`config.mk`:
```
export PLATFORM = sky130hd
export DESIGN_NAME = immgen_top
export DESIGN_NICKNAME = d
export VERILOG_FILES = /design/src/rtl/immgen_pkg.sv /design/src/rtl/immgen_lo.sv /design/src/rtl/immgen_hi.sv /design/src/rtl/immgen_core.sv /design/src/rtl/immgen_top.sv
export SDC_FILE = /design/constraint.sdc
export NUM_CORES = 1
export LEC_CHECK = 0
export BUFFER_PORTS_ARGS = -buffer_cell sky130_fd_sc_hd__buf_2
export CAP_MARGIN = 15
export CORE_AREA = 4 4 69 71
export CTS_BUF_LIST = sky130_fd_sc_hd__clkbuf_4
export CTS_CLUSTER_DIAMETER = 50
export CTS_CLUSTER_SIZE = 24
export DETAILED_ROUTE_END_ITERATION = 12
export DIE_AREA = 0 0 73 75
export GPL_TIMING_DRIVEN = 0
export PLACE_DENSITY = 0.73
export SYNTH_ARGS = -nofsm -noshare
export SYNTH_HDL_FRONTEND = slang
export SYNTH_SLANG_ARGS = --single-unit
```
`constraint.sdc`:
```
create_clock -name clk -period 1.6 [get_ports clk]
set_input_delay 0.48 -clock clk [delete_from_list [all_inputs] [get_ports clk]]
set_output_delay 0.48 -clock clk [all_outputs]
set_load 0.02 [all_outputs]
```
`src/rtl/immgen_pkg.sv`:
```
package immgen_pkg;
   localparam int INSTR_W = 32;
   localparam int SEL_W   = 3;
   localparam int BASE_W  = 32;
   localparam int LO_W    = 11;

   typedef enum logic [SEL_W-1:0] {
      FMT_I = 3'd0,
      FMT_S = 3'd1,
      FMT_B = 3'd2,
      FMT_U = 3'd3,
      FMT_J = 3'd4
   } imm_fmt_e;
endpackage

```
`src/rtl/immgen_lo.sv`:
```
// Low immediate bits [10:0]: the only part where I and S differ is bits [4:0].
module immgen_lo
   import immgen_pkg::*;
(
   input  logic [SEL_W-1:0] fmt,
   input  logic             fmt_legal,
   input  logic [30:20]     f_hi,    // instruction bits 30..20
   input  logic [11:7]      f_lo,    // instruction bits 11..7
   output logic [LO_W-1:0]  lo_bits
);
   logic [4:0] low5;
   logic [5:0] mid6;

   always_comb begin
      low5 = '0;
      mid6 = '0;
      if (fmt_legal) begin
         unique case (fmt)
            FMT_I: begin low5 = f_hi[24:20];          mid6 = f_hi[30:25]; end
            FMT_S: begin low5 = f_lo[11:7];           mid6 = f_hi[30:25]; end
            FMT_B: begin low5 = {f_lo[11:8], 1'b0};   mid6 = f_hi[30:25]; end
            FMT_J: begin low5 = {f_hi[24:21], 1'b0};  mid6 = f_hi[30:25]; end
            default: begin low5 = '0;                 mid6 = '0;          end
         endcase
      end
   end

   assign lo_bits = {mid6, low5};
endmodule

```
`src/rtl/immgen_hi.sv`:
```
// High immediate bits [IMM_W-1:11]: bit 11, middle byte, top field, extension.
module immgen_hi
   import immgen_pkg::*;
#(
   parameter int IMM_W = 32
)(
   input  logic [SEL_W-1:0]  fmt,
   input  logic              fmt_legal,
   input  logic [31:12]      f_top,   // instruction bits 31..12
   input  logic              f_b7,    // instruction bit 7
   input  logic              f_b20,   // instruction bit 20
   output logic [IMM_W-1:11] hi_bits
);
   localparam int EXT_W = IMM_W - BASE_W;

   logic        sgn;
   logic        bit11;
   logic [7:0]  byte_mid;
   logic [11:0] top12;

   assign sgn = f_top[31];

   always_comb begin
      bit11    = 1'b0;
      byte_mid = '0;
      top12    = '0;
      if (fmt_legal) begin
         unique case (fmt)
            FMT_I, FMT_S: begin bit11 = sgn;   byte_mid = {8{sgn}};      top12 = {12{sgn}};    end
            FMT_B:        begin bit11 = f_b7;  byte_mid = {8{sgn}};      top12 = {12{sgn}};    end
            FMT_U:        begin bit11 = 1'b0;  byte_mid = f_top[19:12];  top12 = f_top[31:20]; end
            FMT_J:        begin bit11 = f_b20; byte_mid = f_top[19:12];  top12 = {12{sgn}};    end
            default:      begin bit11 = 1'b0;  byte_mid = '0;            top12 = '0;           end
         endcase
      end
   end

   generate
      if (EXT_W > 0) begin : g_wide
         logic [EXT_W-1:0] ext;
         assign ext     = {EXT_W{fmt_legal & sgn}};
         assign hi_bits = {ext, top12, byte_mid, bit11};
      end else begin : g_narrow
         assign hi_bits = {top12, byte_mid, bit11};
      end
   endgenerate
endmodule

```
`src/rtl/immgen_core.sv`:
```
module immgen_core
   import immgen_pkg::*;
#(
   parameter int IMM_W       = 32,
   parameter bit EXT_FORMATS = 1'b1
)(
   input  logic [31:7]      instr_f,
   input  logic [SEL_W-1:0] sel,
   output logic [IMM_W-1:0] imm
);
   logic             legal;
   logic [LO_W-1:0]  lo_part;
   logic [IMM_W-1:11] hi_part;

   generate
      if (EXT_FORMATS) begin : g_ext
         assign legal = (sel <= FMT_J);
      end else begin : g_base
         assign legal = (sel <= FMT_B);
      end
   endgenerate

   immgen_lo u_lo (
      .fmt       (sel),
      .fmt_legal (legal),
      .f_hi      (instr_f[30:20]),
      .f_lo      (instr_f[11:7]),
      .lo_bits   (lo_part)
   );

   immgen_hi #(.IMM_W(IMM_W)) u_hi (
      .fmt       (sel),
      .fmt_legal (legal),
      .f_top     (instr_f[31:12]),
      .f_b7      (instr_f[7]),
      .f_b20     (instr_f[20]),
      .hi_bits   (hi_part)
   );

   assign imm = {hi_part, lo_part};
endmodule

```
`src/rtl/immgen_top.sv`:
```
module immgen_top
   import immgen_pkg::*;
#(
   parameter int IMM_W       = 32,
   parameter bit EXT_FORMATS = 1'b1
)(
   input  logic               clk,
   input  logic               rst_n,
   input  logic               in_valid,
   input  logic [INSTR_W-1:0] in_instr,
   input  logic [SEL_W-1:0]   in_sel,
   output logic               out_valid,
   output logic [IMM_W-1:0]   out_imm
);
   localparam int SIGN_W = IMM_W - 12;

   generate
      if (IMM_W < BASE_W) begin : g_bad_width
         $error("immgen_top: IMM_W must be at least 32");
      end
   endgenerate

   logic [IMM_W-1:0] imm_c;
   logic             unused_opcode;

   assign unused_opcode = ^in_instr[6:0];

   immgen_core #(.IMM_W(IMM_W), .EXT_FORMATS(EXT_FORMATS)) u_core (
      .instr_f (in_instr[31:7]),
      .sel     (in_sel),
      .imm     (imm_c)
   );

   always_ff @(posedge clk or negedge rst_n) begin
      if (!rst_n) begin
         out_valid <= 1'b0;
         out_imm   <= '0;
      end else begin
         out_valid <= in_valid;
         if (in_valid) out_imm <= imm_c;
      end
   end

   assert_valid_follow_R8: assert property (@(posedge clk) disable iff (!rst_n)
      in_valid |=> out_valid);
   assert_valid_drop_R8: assert property (@(posedge clk) disable iff (!rst_n)
      !in_valid |=> !out_valid);
   assert_hold_idle_R8: assert property (@(posedge clk) disable iff (!rst_n)
      !in_valid |=> $stable(out_imm));
   assert_sign_fill_R2: assert property (@(posedge clk) disable iff (!rst_n)
      (in_valid && in_sel <= FMT_B) |=> out_imm[IMM_W-1:12] == {SIGN_W{$past(in_instr[31])}});
   assert_branch_even_R4: assert property (@(posedge clk) disable iff (!rst_n)
      (in_valid && in_sel == FMT_B) |=> !out_imm[0]);
   assert_unused_zero_R7: assert property (@(posedge clk) disable iff (!rst_n)
      (in_valid && in_sel > FMT_J) |=> out_imm == '0);
   assert_upper_low_R5: assert property (@(posedge clk) disable iff (!rst_n)
      (in_valid && in_sel == FMT_U && EXT_FORMATS) |=> out_imm[11:0] == 12'd0);
   assert_reset_R9: assert property (@(posedge clk)
      !rst_n |-> (!out_valid && out_imm == '0));
endmodule

```
==> summary.md, run 1 <==
| Metric | Value |
|---|---|
| Place WS | -0.0599 ns |
| DR WL/cell | 15.0 um |
| Worst skew pair latency | 0.32 ns |
| Post-DP HPWL | 2.61 mm |
| Hold Crit Class | in -> async |
| Clock sinks | 33 |
| Arr. time, crit path | 0.90 ns |
| Post-route setup slack | 0.223 ns |
| Initial DRC count | 80 |
| WP data required | 1.12 ns |
| Syn nets | 149 |
| DP Area | 1780 um2 |
| Crit-path cells | buf_2 |
| Synth area leader | dfrtp_1 |
| Initial antenna violation count | 0 |
| Layout cells sized above 1 | 42.9% |
| Remaining global-route overflow | 0 |
| Syn Std Cell Area | 1400 um2 |
| Status | finished, final reports clean |
| Port Buffers | 63 |
| # Post-CTS Setup Buffers | 0 |
| Yosys top cell area share | 59.0% |
| Layout Skew | 0 ns |
| Crit path launch type | register |
| Chip height | 75 um |
| FF+latch count, synth | 33 |
| Critical path class | reg -> out |
| Worst-Margin Slew | 0.727 ns |
| Crit path time final | 1.38 ns |
| Post_cts resized | 0 |
| Vias in the first global route | 1161 |
| Final hold viol count | 0 |
| P_leak | 0.962 nW |
| Setup crit end kind | primary output |
| Unique masters post-synth | 26 |
| Syn-to-layout area delta | 32.8% |
| Largest net degree at the start of global routing | 34 |
| Cell at the slowest stage of the critical path | dfrtp_1 |
| Worst r2r path cells | 1 |
| Initial Util | 33.0% |
| CP top delay family | flip-flops |
| Power per cell area | 1080 nW/um2 |
| Critical path's largest stage delay | 0.40 ns |
| Register area share after synthesis | 59.0% |
| Max-slew violation count | 0 |
| Cell depth of the worst setup path | 1 |
| Max_cap viols | 0 |
| Ant diodes | 0 |
| Initial DRT Pass Iterations | 4 |
| Via density | 5.00 |
| Longest Clk Path Bufs | 2 |
| Cells after Synth | 111 |
| Detail Route Antenna Nets | 0 |
| Total global-route track usage | 13.7% |
| VDD IR-drop max | 0.414 mV |
| Yosys Warn Count | 0 |
| # fillers | 406 |
| Max_slew headroom | 51.5% |
| Register Area | 826 um2 |
| FP Rows | 24 |
| Top Ports | 71 |
| Buf/Inv on CP | 1 |
| Syn Area/Cell | 12.6 um2 |
| First-pass GRT wire length | 5.71 mm |
| Number of buffers created by CTS | 5 |
| CTS tree | done |
| Worst-path maximum fanout | 2 |
| Final nets | 219 |
| Routed wire length | 3.50 mm |
| RSZ-0062 raised after global routing | no |
| Worst-path clk slew | 0.10 ns |
| Finish-stage setup viols | 0 |
| Final instance area | 1860 um2 |
| DR DRC count | 0 |
| Cts-stage hold buffer count | 0 |
| CORE AREA | 4230 um2 |
| Clk root buf | clkbuf_4 |
| Multi-input logic area | 517 um2 |
| Largest cells by area after synthesis | dfrtp_1, a221o_1, mux2i_1 |
| Via Count | 1170 |
| Die W | 73 um |
| Die area | 5480 um2 |
| Routability cong. | 0.723 |
| Htree depth | 2 |
| FMAX | 0.726 GHz |
| Fin crit share | 86.1% |
==> cells in the mapped netlist <==
| cell type | instances |
|---|---|
| o2bb2ai_1 | 10 |
| a21oi_2 | 1 |
| dfrtp_1 | 33 |
| inv_1 | 2 |
| nor3_1 | 1 |
| buf_1 | 1 |
| nor2_1 | 5 |
| buf_4 | 1 |
| or2_1 | 1 |
| a221o_1 | 11 |
| nor2b_1 | 1 |
| o21a_1 | 1 |
| a21o_1 | 1 |
| a22o_1 | 6 |
| nand3_1 | 4 |
| a2bb2oi_1 | 1 |
| buf_2 | 3 |
| nand2_1 | 2 |
| a21oi_1 | 9 |
| o211a_1 | 1 |
| clkbuf_1 | 3 |
| buf_6 | 1 |
| a31oi_1 | 1 |
| and4bb_2 | 1 |
| mux2i_1 | 9 |
| nor2_2 | 1 |
==> flip-flops by register name, summed over array words and instances (netlist names) <==
signal     flops
out_valid      1
out_imm       32
==> cells by family after synthesis <==
kind of cell	synth area share [%]
mux	6.44
flops	59.0
compound gates	24.6
simple gates	5.90
buf+inv	4.02
==> power by group <==
group / internal, mW / switching (mW)
sequential: 0.915 / 0.0442
combinational: 0.166 / 0.254
clock: 0.342 / 0.277
==> area by class of cell <==
cell class,count,area share [%]
Clock buffer,6,2.42
Multi-Input combinational cell,67,27.8
Tap cell,52,3.50
Timing Repair Buffer,63,17.0
Clock inverter,2,1.82
Buffer,9,2.63
Inverter,2,0.404
Sequential cell,33,44.4
==> cells in the final DEF, fill, tap and decap left out, types with 2 or more instances in the layout <==
| cell | synthesis | routed |
|---|---|---|
| o2bb2ai_1 | 10 | 10 |
| dfrtp_1 | 33 | 33 |
| inv_1 | 2 | 2 |
| nand2_1 | 2 | 2 |
| a21oi_1 | 9 | 9 |
| nand3_1 | 4 | 4 |
| clkbuf_1 | 3 | 3 |
| nor2_1 | 5 | 5 |
| buf_2 | 3 | 66 |
| a22o_1 | 6 | 6 |
| a221o_1 | 11 | 11 |
| clkbuf_4 | 0 | 6 |
| mux2i_1 | 9 | 9 |
==> layer usage <==
metal	wire length (um)	up-vias	part of all wire (%)	global-route usage, %
li1	-	566	-	-
met1	1580	554	45	17.5
met2	1580	48	45	21.5
met3	327	2	9.3	4.67
met4	10	0	0.29	4.92
met5	0	-	0	0
==> through the flow <==
stage          power (mW)  hold slack, ns  std cells  setup TNS (ns)  util [%]
2_1_floorplan        1.22           0.184        111               0         -
4_1_cts              2.03           0.212        234               0      43.9
5_1_grt              2.10           0.240        234               0      43.9
6_report             2.00           0.197        234               0      43.9
3_3_place_gp         1.40           0.464        226          -0.304      42.0
3_5_place_dp         1.40           0.469        226          -0.749      42.0
==> final timing paths <==
kind	start	endpoint	slack [ns]
max in group asynchronous	rst_n	out_imm[13]	0.93
min in group clk	in_valid	out_valid	0.26
hold reg to reg	out_imm[0]	out_imm[0]	0.49
setup / recovery	out_imm[20]	out_imm[20]	0.22
setup reg to reg	out_imm[28]	out_imm[28]	0.74
hold / removal	rst_n	out_imm[6]	0.20
Note: power is estimated with default switching activity, not from simulation.
==> run 2, diff against run 1 <==
--- a/config.mk
+++ b/config.mk
@@ -7,14 +7,15 @@
 export LEC_CHECK = 0
 export BUFFER_PORTS_ARGS = -buffer_cell sky130_fd_sc_hd__buf_2
 export CAP_MARGIN = 15
-export CORE_AREA = 4 4 69 71
+export CORE_AREA = 4 4 82 84
 export CTS_BUF_LIST = sky130_fd_sc_hd__clkbuf_4
 export CTS_CLUSTER_DIAMETER = 50
 export CTS_CLUSTER_SIZE = 24
 export DETAILED_ROUTE_END_ITERATION = 12
-export DIE_AREA = 0 0 73 75
+export DIE_AREA = 0 0 86 88
 export GPL_TIMING_DRIVEN = 0
-export PLACE_DENSITY = 0.73
+export PLACE_DENSITY = 0.69
 export SYNTH_ARGS = -nofsm -noshare
 export SYNTH_HDL_FRONTEND = slang
+export SYNTH_HIERARCHICAL = 1
 export SYNTH_SLANG_ARGS = --single-unit
==> run 2 against run 1 <==
Net effect: clock-buffer cell count unchanged; wire length grew 38%; area after synthesis grew 47%; combinational power grew 44%; sequential share of layout area down 12 points; critical path depth up 5; global-route usage decreased by 0.44 points; sequential power fell by 0.4%; highest routed layer unchanged.
==> summary.md, run 2 <==
| Metric | Value |
|---|---|
| Status | finished, final reports clean |
| Number of buffers created by CTS | 5 |
| Worst-path maximum fanout | 18 |
| FMAX | 0.680 GHz |
| Post-DP HPWL | 3.56 mm |
| Crit path launch type | primary input |
| Final nets | 281 |
| Post-route setup slack | 0.130 ns |
| Syn Area/Cell | 11.9 um2 |
| Clk root buf | clkbuf_4 |
| Area share of fa/ha/maj cells after synthesis | 0% |
| Max-slew violation count | 0 |
| Top Ports | 71 |
| Synth Area in Compound Gates | 17.0% |
| FP Rows | 28 |
| Commonest non-fill, non-tap cell in the layout | buf_2 |
| Arr. time, crit path | 1.70 ns |
| Yosys top cell area share | 40.2% |
| Fin crit share | 91.9% |
| Via density | 4.81 |
| Die W | 86 um |
| RR Endpoint | out_imm[30] |
| VDD IR-drop max | 0.403 mV |
| DR DRC count | 0 |
| DR WL/cell | 15.1 um |
| Worst skew pair latency | 0.34 ns |
| Synth Area in XOR/XNOR | 0% |
| # Post-CTS Setup Buffers | 0 |
| Biggest register | out_imm |
| Synth Flop Type | dfrtp_1 |
| Worst hold slack | 0.188 ns |
| P_leak | 1.28 nW |
| Chip height | 88 um |
| Most common cell in the netlist | dfrtp_1 |
| Yosys Warn Count | 6 |
| Initial DRT Pass Iterations | 4 |
| Critical path class | in -> reg |
| Via Count | 1534 |
| Port Buffers | 63 |
| Simple-gate area share of the yosys netlist | 12.6% |
| Cts-stage hold buffer count | 0 |
| Max reg flops | 32 |
| Layout cells sized above 1 | 55.3% |
| Vias in the first global route | 1562 |
| Buf/Inv on CP | 2 |
| Cells after Synth | 173 |
| Initial Util | 34.7% |
| Remaining global-route overflow | 0 |
| CP top delay family | buffers and inverters |
| WP data required | 1.83 ns |
| Power per cell area | 867 nW/um2 |
| Synth area leader | dfrtp_1 |
| Register-to-register setup slack | 0.82 ns |
| Clock sinks | 33 |
| Finish-stage setup viols | 0 |
| Max_cap viols | 0 |
| Unique masters post-synth | 30 |
| First-pass GRT wire length | 7.82 mm |
| Register area share after synthesis | 40.2% |
| Syn-to-layout area delta | 24.3% |
| Ant diodes | 0 |
| Critical path's largest stage delay | 0.28 ns |
| Syn Std Cell Area | 2060 um2 |
| Most frequent cells in the layout | buf_2, dfrtp_1, mux2_4 |
| Total global-route track usage | 13.2% |
| FF+latch count, synth | 33 |
| Most frequent cells after synthesis | dfrtp_1, mux2_4, a21oi_1 |
| Ys async rst share | 100% |
| Hold Crit Class | in -> async |
| Detail Route Antenna Nets | 0 |
| Mux contribution to synthesized area | 23.5% |
| Worst-path clk slew | 0.11 ns |
| RSZ-0062 raised after global routing | no |
| Crit path time final | 1.47 ns |
| CTS tree | done |
| Routed wire length | 4.83 mm |
| CORE AREA | 5920 um2 |
| Setup crit end kind | register |
| Place WS | -0.566 ns |
| Die area | 7570 um2 |
| Initial DRC count | 73 |
| Initial antenna violation count | 0 |
| Max_slew headroom | 50.7% |
| Syn nets | 211 |
| Worst-Margin Slew | 0.739 ns |
| Largest regs | out_imm x32, out_valid x1 |
| Crit-path cells | buf_2, o21ai_4, nand2b_1, buf_1, o22ai_1, mux2_4 |
| Final hold viol count | 0 |
| Main combinational cell family by area after synthesis | multiplexers |
| Post-synth EDFFs | 0 |
| Largest cells by area after synthesis | dfrtp_1, mux2_4, a21oi_1 |
| Setup TNS | 0 ns |
| Worst r2r path cells | 1 |
| Longest Clk Path Bufs | 2 |
| Htree depth | 2 |
| Largest net degree at the start of global routing | 34 |
| Routability cong. | 0.735 |
| Layout Skew | 0 ns |
| Worst reg2reg path startpoint | out_imm[30] |
| Cell at the slowest stage of the critical path | buf_1 |
## run 2: cell families (layout without fill, tap and decap cells)
logic type | Yosys count | in the layout
AOI/OAI and AO/OA | 51 | 51
and+or+nand+nor | 41 | 41
muxes | 33 | 33
DFF | 33 | 33
buffers and inverters | 15 | 86
## run 2: how the worst max path moves through the flow
stage / from / to / slack [ns] / depth (start not counted)
after floorplan: in_sel[0] / out_imm[12] / 0.07 / 5
after global placement: in_sel[1] / out_imm[23] / -0.54 / 5
after detailed placement: in_sel[1] / out_imm[30] / -0.57 / 5
after CTS: in_sel[1] / out_imm[30] / 0.03 / 5
after global routing: in_sel[1] / out_imm[30] / 0.03 / 5
final: in_sel[1] / out_imm[18] / 0.13 / 6
## run 2: repair_timing
item	CTS	global route
setup endpoints to repair	25	11
pin swaps	0	0
gates resized for setup	1	1
## run 2: layout make-up
type                    instances  area (um2)
clock buffers                   6        45.0
plain buffers                  15         139
well taps                      75        93.8
flip-flops and latches         33         826
repair buffers                 63         315
multi-input cells             125        1100
clock inverters                 2        33.8
fillers                       584        3370
## run 2: routing by layer
layer / track usage, % / part of all wire, % / vias up
met2: 20.5 / 44 / 56
met5: 0 / 0 / -
li1: - / - / 754
met3: 3.57 / 6.7 / 8
met1: 17.8 / 48 / 716
met4: 4.75 / 1.9 / 0
## run 2: per-stage QoR
step           instances  util, %  power (mW)  instance area [um2]
3_5_place_dp         311     41.6        1.58                 2460
3_3_place_gp         311     41.6        1.57                 2460
2_1_floorplan        173        -        1.37                 2060
5_1_grt              319     43.2        2.34                 2550
4_1_cts              319     43.0        2.24                 2550
6_report             319     43.2        2.21                 2550
## run 2: where the power goes
group          leakage (nW)  total, mW  internal, mW  switching, mW
Clock                0.0433      0.655         0.342          0.313
Combinational         0.801      0.605         0.289          0.316
Sequential            0.435      0.955         0.912         0.0425
Total                  1.28       2.21          1.54          0.672
==> run 3, diff against run 2 <==
--- a/config.mk
+++ b/config.mk
@@ -5,16 +5,17 @@
 export SDC_FILE = /design/constraint.sdc
 export NUM_CORES = 1
 export LEC_CHECK = 0
+export ABC_AREA = 1
 export BUFFER_PORTS_ARGS = -buffer_cell sky130_fd_sc_hd__buf_2
 export CAP_MARGIN = 15
-export CORE_AREA = 4 4 82 84
+export CORE_AREA = 4 4 78 80
 export CTS_BUF_LIST = sky130_fd_sc_hd__clkbuf_4
 export CTS_CLUSTER_DIAMETER = 50
 export CTS_CLUSTER_SIZE = 24
 export DETAILED_ROUTE_END_ITERATION = 12
-export DIE_AREA = 0 0 86 88
+export DIE_AREA = 0 0 82 84
 export GPL_TIMING_DRIVEN = 0
-export PLACE_DENSITY = 0.69
+export PLACE_DENSITY = 0.7
 export SYNTH_ARGS = -nofsm -noshare
 export SYNTH_HDL_FRONTEND = slang
 export SYNTH_HIERARCHICAL = 1
==> run 3 against run 2 <==
Net effect: register-to-register slack gained 0.15 ns; design area fell by 9.1%; global-route usage increased by 0.85 points; non-clock buffer count shrank 2; hold slack better by 0.011 ns; largest cell class is now registers; largest power group unchanged; clock skew stayed put.
==> summary.md, run 3 <==
| Metric | Value |
|---|---|
| Vias in the first global route | 1672 |
| Post-synth EDFFs | 0 |
| RR Endpoint | out_imm[8] |
| Worst-path maximum fanout | 11 |
| Fin crit share | 90.3% |
| Final hold viol count | 0 |
| Setup crit end kind | register |
| Yosys Warn Count | 6 |
| Max_slew headroom | 51.3% |
| Syn Area/Cell | 7.71 um2 |
| Crit-path cells | buf_2, o21ai_2, clkinv_2, clkbuf_1, a21oi_1, nand2_1, nand2_1 |
| CTS tree | done |
| Largest net degree at the start of global routing | 34 |
| Synth area leader | dfrtp_1 |
| Initial Util | 33.9% |
| Setup TNS | 0 ns |
| Largest cells by area after synthesis | dfrtp_1, nand2_1, a21oi_1 |
| Port Buffers | 63 |
| Power per cell area | 880 nW/um2 |
| Finish-stage setup viols | 0 |
| FF+latch count, synth | 33 |
| Chip height | 84 um |
| Worst-path clk slew | 0.11 ns |
| Worst-Margin Slew | 0.731 ns |
| Via Count | 1740 |
| Worst hold slack | 0.199 ns |
| FP Rows | 27 |
| # Post-CTS Setup Buffers | 0 |
| Initial DRT Pass Iterations | 4 |
| Crit path time final | 1.45 ns |
| Biggest register | out_imm |
| Post-DP HPWL | 3.54 mm |
| Detail Route Antenna Nets | 0 |
| Max reg flops | 32 |
| Die area | 6890 um2 |
| Critical path class | in -> reg |
| Register area share after synthesis | 45.0% |
| Syn-to-layout area delta | 26.7% |
| # fillers | 601 |
| Most frequent cells in the layout | nand2_1, buf_2, dfrtp_1 |
| Worst reg2reg path startpoint | out_imm[8] |
| Cts-stage hold buffer count | 0 |
| Most frequent cells after synthesis | nand2_1, dfrtp_1, a21oi_1 |
| Cell at the slowest stage of the critical path | o21ai_2 |
| Commonest non-fill, non-tap cell in the layout | nand2_1 |
| Layout Skew | 0 ns |
| Routability cong. | 0.810 |
| Max-slew violation count | 0 |
| Max_cap viols | 0 |
| Htree depth | 2 |
| Via density | 4.57 |
| Yosys top cell area share | 45.0% |
| FMAX | 0.692 GHz |
| Ys async rst share | 100% |
| Final nets | 346 |
| Initial DRC count | 72 |
| RSZ-0062 raised after global routing | no |
| # placed instances | 373 |
| Total global-route track usage | 14.1% |
| Worst skew pair latency | 0.33 ns |
| Number of buffers created by CTS | 5 |
| Ant diodes | 0 |
| Most common cell on crit path | nand2_1 |
| WP data required | 1.86 ns |
| Routed wire length | 4.61 mm |
| Layout cells sized above 1 | 33.7% |
| Clk root buf | clkbuf_4 |
| VDD IR-drop max | 0.370 mV |
| Final Non-Filler Cells | 381 |
| DR DRC count | 0 |
| Hold Crit Class | in -> async |
| Crit path launch type | primary input |
| Worst r2r path cells | 2 |
| Longest Clk Path Bufs | 2 |
| Unique masters post-synth | 22 |
| Remaining global-route overflow | 0 |
| Initial antenna violation count | 0 |
| Largest regs | out_imm x32, out_valid x1 |
| First-pass GRT wire length | 7.64 mm |
| Register-to-register setup slack | 0.97 ns |
| Syn nets | 276 |
| Register Area | 826 um2 |
| DR WL/cell | 12.1 um |
| Arr. time, crit path | 1.71 ns |
| Cells after Synth | 238 |
| Synth Flop Type | dfrtp_1 |
| Multi-input logic area | 812 um2 |
| Most common cell in the netlist | nand2_1 |
| Status | finished, final reports clean |
| Syn Std Cell Area | 1830 um2 |
| Critical path's largest stage delay | 0.26 ns |
| CORE AREA | 5410 um2 |
| Top Ports | 71 |
| Clock sinks | 33 |
| Die W | 82 um |
| P_leak | 1.33 nW |
==> run 3: metrics by stage <==
stage / cell area [um2] / util (%) / power [mW] / worst slack [ns]
after floorplan: 1830 / - / 1.26 / 0.103
after global placement: 2240 / 41.4 / 1.44 / -0.375
after detailed placement: 2240 / 41.4 / 1.45 / -0.375
after CTS: 2320 / 42.9 / 2.07 / 0.0696
after global routing: 2320 / 43.0 / 2.18 / 0.0305
final: 2320 / 43.0 / 2.04 / 0.155
==> run 3: timing repair <==
| action | in CTS | in global routing |
|---|---|---|
| resized for setup | 1 | 1 |
| endpoints found under the hold margin | 0 | 0 |
| setup endpoints to repair | 5 | 9 |
==> run 3: cells by family after synthesis <==
logic type | Yosys count | share of synthesized area [%]
AO/OA/AOI/OAI | 28 | 8.05
buffers and inverters | 29 | 10.9
flip-flops | 33 | 45.0
AND/OR/NAND/NOR | 148 | 36.0
==> run 3: final cells by class <==
cell class                      count  area share, %
Multi-Input combinational cell    176           34.9
Inverter                           16           2.96
Tap cell                           72           3.88
Clock inverter                      2           1.45
Buffer                             13           5.71
Sequential cell                    33           35.5
Timing Repair Buffer               63           13.6
Clock buffer                        6           1.94
==> run 3: metal layers <==
metal	global-route usage (%)	share of wire, %	up-vias
li1	-	-	914
met1	18.3	46	781
met2	23.4	47	41
met3	3.56	5.5	4
met4	2.72	0.61	0
met5	0	0	-
==> run 3: power by group <==
group / switching [mW] / internal, mW
combinational: 0.316 / 0.175
clock: 0.270 / 0.342
sequential: 0.0371 / 0.903
==> run 3: worst max path at each step <==
stage	depth (start not counted)	slack, ns	from	to
final	7	0.15	in_sel[0]	out_imm[30]
after global routing	7	0.03	in_sel[0]	out_imm[30]
after CTS	7	0.07	in_sel[0]	out_imm[30]
after global placement	7	-0.38	in_sel[0]	out_imm[30]
after detailed placement	7	-0.38	in_sel[0]	out_imm[30]
after floorplan	6	0.10	in_sel[0]	out_imm[12]
==> run 3: critical path, delay by kind of cell <==
kind                   cells  cell delay, ns
buffers and inverters      3            0.63
AND/OR/NAND/NOR            2            0.14
AO/OA/AOI/OAI              2            0.46
